<file path="config.mk">
export PLATFORM = sky130hd
export DESIGN_NAME = grant_liveness_monitor
export DESIGN_NICKNAME = d
export VERILOG_FILES = /design/src/rtl/grant_liveness_monitor.sv
export SDC_FILE = /design/constraint.sdc
export NUM_CORES = 1
export LEC_CHECK = 0
export ABC_AREA = 1
export BUFFER_PORTS_ARGS = -buffer_cell sky130_fd_sc_hd__buf_4
export CORE_MARGIN = 2
export CORE_UTILIZATION = 42
export DETAILED_ROUTE_END_ITERATION = 8
export GPL_ROUTABILITY_DRIVEN = 1
export PLACE_DENSITY_LB_ADDON = 0.3
export SLEW_MARGIN = 20
export SYNTH_ARGS = -nofsm -noshare
export SYNTH_HDL_FRONTEND = slang
export SYNTH_SLANG_ARGS = --single-unit
</file>
<file path="constraint.sdc">
create_clock -name clk -period 1.08 [get_ports clk]
set_clock_uncertainty 0.05 [all_clocks]
set_input_delay 0.054 -clock clk [delete_from_list [all_inputs] [get_ports clk]]
set_output_delay 0.054 -clock clk [all_outputs]
set_load 0.02 [all_outputs]
</file>
<file path="src/rtl/grant_liveness_monitor.sv">
module grant_liveness_monitor #(
  parameter int N_REQ    = 3,
  parameter int MAX_WAIT = 8,
  parameter bit STRICT   = 1'b1
) (
  input  logic             clk,
  input  logic             rst,
  input  logic [N_REQ-1:0] req,
  input  logic [N_REQ-1:0] gnt,
  output logic             error
);

  localparam int            CW    = $clog2(MAX_WAIT + 2);
  localparam logic [CW-1:0] LIMIT = CW'(MAX_WAIT + 1);
  localparam logic [CW-1:0] EDGE  = CW'(MAX_WAIT);

  logic [N_REQ-1:0] pend, hold, over, sat;
  logic [CW-1:0]    cnt [N_REQ];

  for (genvar i = 0; i < N_REQ; i++) begin : g_req
    assign hold[i] = !gnt[i] && (req[i] || (STRICT && pend[i]));
    assign over[i] = hold[i] && (cnt[i] >= EDGE);
    assign sat[i]  = (cnt[i] == LIMIT);

    always_ff @(posedge clk) begin
      if (rst || !hold[i]) begin
        pend[i] <= 1'b0;
        cnt[i]  <= '0;
      end else begin
        pend[i] <= 1'b1;
        cnt[i]  <= sat[i] ? LIMIT : cnt[i] + 1'b1;
      end
    end

    p_grant_clears_r3: assert property (@(posedge clk) disable iff (rst)
      gnt[i] |=> (cnt[i] == '0) && !pend[i]);

    p_strict_keeps_r6: assert property (@(posedge clk) disable iff (rst)
      (STRICT && pend[i] && !req[i] && !gnt[i]) |=> pend[i]);

    p_lenient_drops_r7: assert property (@(posedge clk) disable iff (rst)
      (!STRICT && !req[i]) |=> (cnt[i] == '0));

    p_bounded_count_r4: assert property (@(posedge clk) disable iff (rst)
      cnt[i] <= LIMIT);
  end

  always_ff @(posedge clk) begin
    if (rst)        error <= 1'b0;
    else if (|over) error <= 1'b1;
  end

  p_reset_clears_r1: assert property (@(posedge clk)
    rst |=> !error);

  p_sticky_r5: assert property (@(posedge clk) disable iff (rst)
    error |=> error);

  p_error_cause_r2: assert property (@(posedge clk) disable iff (rst)
    $rose(error) |-> (|sat));

endmodule

</file>
Word level (Yosys, flattened, before mapping)
Memories as Yosys holds them, arrays and structs flattened.
Index checks and enable logic that the tools add are counted.
Widths: inputs -> output; s select.

storage, ports and cells
  flip-flop bits (word level) = 4
  bits in latches = 0
  RAM bits = 12
  ROM bits = 0
  input bits = 8
  output and inout bits = 1
  word-level logic and storage cells = 51
  memories = 1

memory list
  name  depth  bits a word  rd ports  clocked after Yosys merged registers in  write ports  RTL line  text
  cnt   3      4            3         0                                        3            18        logic [CW-1:0] cnt [N_REQ];

cells by class
  add/subtract/negate cells = 3
  multiply operators = 0
  divide/modulo/power cells = 0
  magnitude comparators = 3
  eq/ne operators = 3
  shift-type cells = 0
  mux-type cells = 15
  bitwise logic cells = 3
  reduce and logical (&&, ||, !) cells = 19

operator list
  operator             number
  $mux 4               6
  $add 4x1->4 const B  3
  $eq 4x4->1 const B   3
  $ge 4x4->1 const B   3
  $mux 1               9
  $logic_and 1x1->1    6
  $logic_not 1->1      6
  $logic_or 1x1->1     6
  $or 1x1->1           3
  $reduce_or 3->1      1

Depth between registers and ports, before layout
  word-level depth = 7
  mapped depth = 6
  gate-level depth less buffers = 6

Least setup slack after synthesis
No wires, ideal clock.

  kind = register -> register
  start point = memory cnt[0][0] (netlist bit)
  end point = memory cnt[0][1] (netlist bit)
  data arrival time = 0.783 ns
  required time = 0.919 ns
  setup slack = 0.136 ns
  stages on the path, launching flop included = 5
  buffers on the path = 0
  period minus slack after synthesis = 0.944 ns
  path through = dfxtp_1 -> inv_1 -> ha_1 -> inv_1 -> nor2_1

RTL lines
  item             RTL line
  start, declared  18

==> out/qor.txt <==
element type at the critical path end: flop
Critical Path Source Type: flop
quantity of I/O buffers inserted on ports: 8
FF+latch count, synth: 16
DRT iter0 DRCs: 5
setup TNS: 0 ps
Max rail drop VDD: 0.000872 V
Clock Power Share: 0.356
post-synthesis mux area share: 0
combinational share of power: 0.076
I/O pin total: 9
Critical Path RT: 1220 ps
end of the worst register-to-register path: cnt[0][1]
area share of the largest cell type after synthesis: 0.417
Post-CTS Setup Bufs: 0
layout cells sized above 1: 0.241
Multi-input gate area: 358 um2
CTS H-Tree Depth: 1
Pint: 0.849 mW
crit path capture: cnt[0][1]
Reg area: 323 um2
outcome: completed
n_diodes: 0
R2R depth: 4
first-pass GRT wire length: 1800 um
Filler cells: 188
drt wl/cell: 8.18 um
Max-Cap Viols: 0
post-synthesis simple-gate area fraction: 0.235
commonest non-fill, non-tap cell in the layout: inv_1
Switching Share: 0.214
Worst Setup SP: cnt[0][0]
CTS root buf: clkbuf_4
CTS max path bufs: 2
Die H: 46.8 um
Setup CP Type: flop to flop
Rows: 15
mapped cell area: 768 um2
main combinational cell family by area after synthesis: simple AND/OR/NAND/NOR gates
Routed Antenna Nets: 0
RSZ-0062 raised after global routing: false
Die Area: 0.00219 mm2
Seq/Total Area, Yosys: 0.417
HPWL Detailed: 873 um
Min Clock Period, post-route: 996 ps
CTS tree: built
count of final max-slew check failures: 0
DR DRC count: 0
Total GRT Usage: 0.120
most frequent cells in the layout: inv_1, nor2_1, dfxtp_1, nand2_1, ha_1
Worst Tran Pin Value: 182 ps
post-placement setup slack: 92.8 ps
Vias/cell: 4.10
Clock Latency Late Sink: 280 ps
post-synthesis adder-cell area fraction: 0.147
GRT Residual Overflow: 0
Cell Pwr Density: 1180 mW/mm2
Post-Synth XOR/XNOR Area: 0.0570
Slew headroom: 0.879
DR pass1 iterations: 2
final RePlAce weighted congestion: 0.690
Mapped Cells: 94
Psw: 0.231 mW
period utilization: 0.922
area grow syn2layout: 19.5%
final hold vios: 0
clock sink count: 16
initial antenna violation count: 0
fin nets: 126
Hold Path Class: primary input to flop
Synth Area in Compound Gates: 0.0277
initial core utilization: 0.445
syn_nets: 111
largest net degree at the start of global routing: 10
max frequency: 1000 MHz
final wirelength: 1090 um
sequential fraction of design power: 0.567
syn_area_per_cell: 8.17 um2
Reg-to-Reg Start: cnt[0][0]
register clock-pin slew on the reported worst setup and hold paths: 90 ps
leakage: 0.426 nW
core area: 0.00173 mm2
area leader, netlist: dfxtp_1
worst-path fanout max: 5
crit path DAT: 1130 ps
final setup vio count: 0
number of CTS-inserted buffers: 3
R2R Setup Slk: 80 ps
Die X-Extent: 46.8 um
yosys warns: 0
vias in the first global route: 479
Synth area leaders: dfxtp_1, ha_1, inv_1, nor2_1, nand2_1
via count of the routed design: 545
Synth cell types: 15
worst setup margin: 84.0 ps
-- per-stage QoR --
step | power, mW | instance area (um2) | utilization | hold WS, ps | instances
floorplan | 0.672 | 768 | - | 76.4 | 94
global placement | 0.701 | 860 | 0.498 | 215 | 127
detailed placement | 0.704 | 860 | 0.498 | 213 | 127
CTS | 1.10 | 916 | 0.530 | 7.30 | 133
global route | 1.14 | 918 | 0.532 | 11.8 | 133
finish | 1.08 | 918 | 0.532 | 11.0 | 133
-- registers in the layout (all words and copies together), names as in the netlist --
register  count
cnt          12
pend          3
error         1
-- repair_timing --
action	in CTS	in global routing
setup endpoints to repair	0	2
gates resized for setup	0	2
hold buffers	2	0
hold endpoints to repair	3	0
-- Yosys cell counts --
cell,number
xor2_1,2
nor2_1,14
xnor2_1,3
inv_2,4
inv_1,20
dfxtp_1,16
a21boi_2,1
a21oi_1,2
ha_1,9
nand3_1,6
nand3b_1,1
nand3_2,2
nand2_2,4
nand2_1,9
nor2_4,1
-- cell type report --
| class | instances | area share |
|---|---|---|
| repair buffers | 10 | 0.0872 |
| multi-input cells | 54 | 0.390 |
| well taps | 25 | 0.0341 |
| flip-flops and latches | 16 | 0.351 |
| clock buffers | 4 | 0.0395 |
| inverters | 24 | 0.0981 |
-- power by group through the flow --
stage	sequential [mW]	combinational (mW)	clock, mW
4_1_cts	0.613	0.0843	0.404
3_3_place_gp	0.625	0.0751	0
5_1_grt	0.615	0.0950	0.430
6_report	0.613	0.0825	0.385
2_1_floorplan	0.624	0.0474	0
3_5_place_dp	0.626	0.0777	0
-- how the worst min path moves through the flow --
stage                     cells after the start    from        end
after floorplan                               1     rst      error
after global placement                        2     rst      error
after detailed placement                      2     rst      error
after CTS                                     4  gnt[1]    pend[1]
after global routing                          4  gnt[1]  cnt[1][3]
final                                         4  gnt[1]  cnt[1][0]
-- worst max-delay path, stage by stage (launching register included) --
cell and delay [ps]:
dfxtp_1 420, inv_1 60, ha_1 280, inv_1 50
nor2_1 30
-- metal layers --
layer  up-vias  global-route usage  wire [um]
li1        304                   -          -
met1       232               0.123        506
met2         7               0.205        504
met3         2              0.0731         71
met4         0              0.0333          6
met5         -                   0          0
-- cell families (layout without fill, tap and decap cells) --
logic type      count (synthesis)  count (layout)
compound gates                  3               3
xor+xnor                        5               5
buf+inv                        24              38
simple gates                   37              37
fa+ha+maj                       9               9
flops                          16              16
Note: power is estimated with default switching activity, not from simulation.
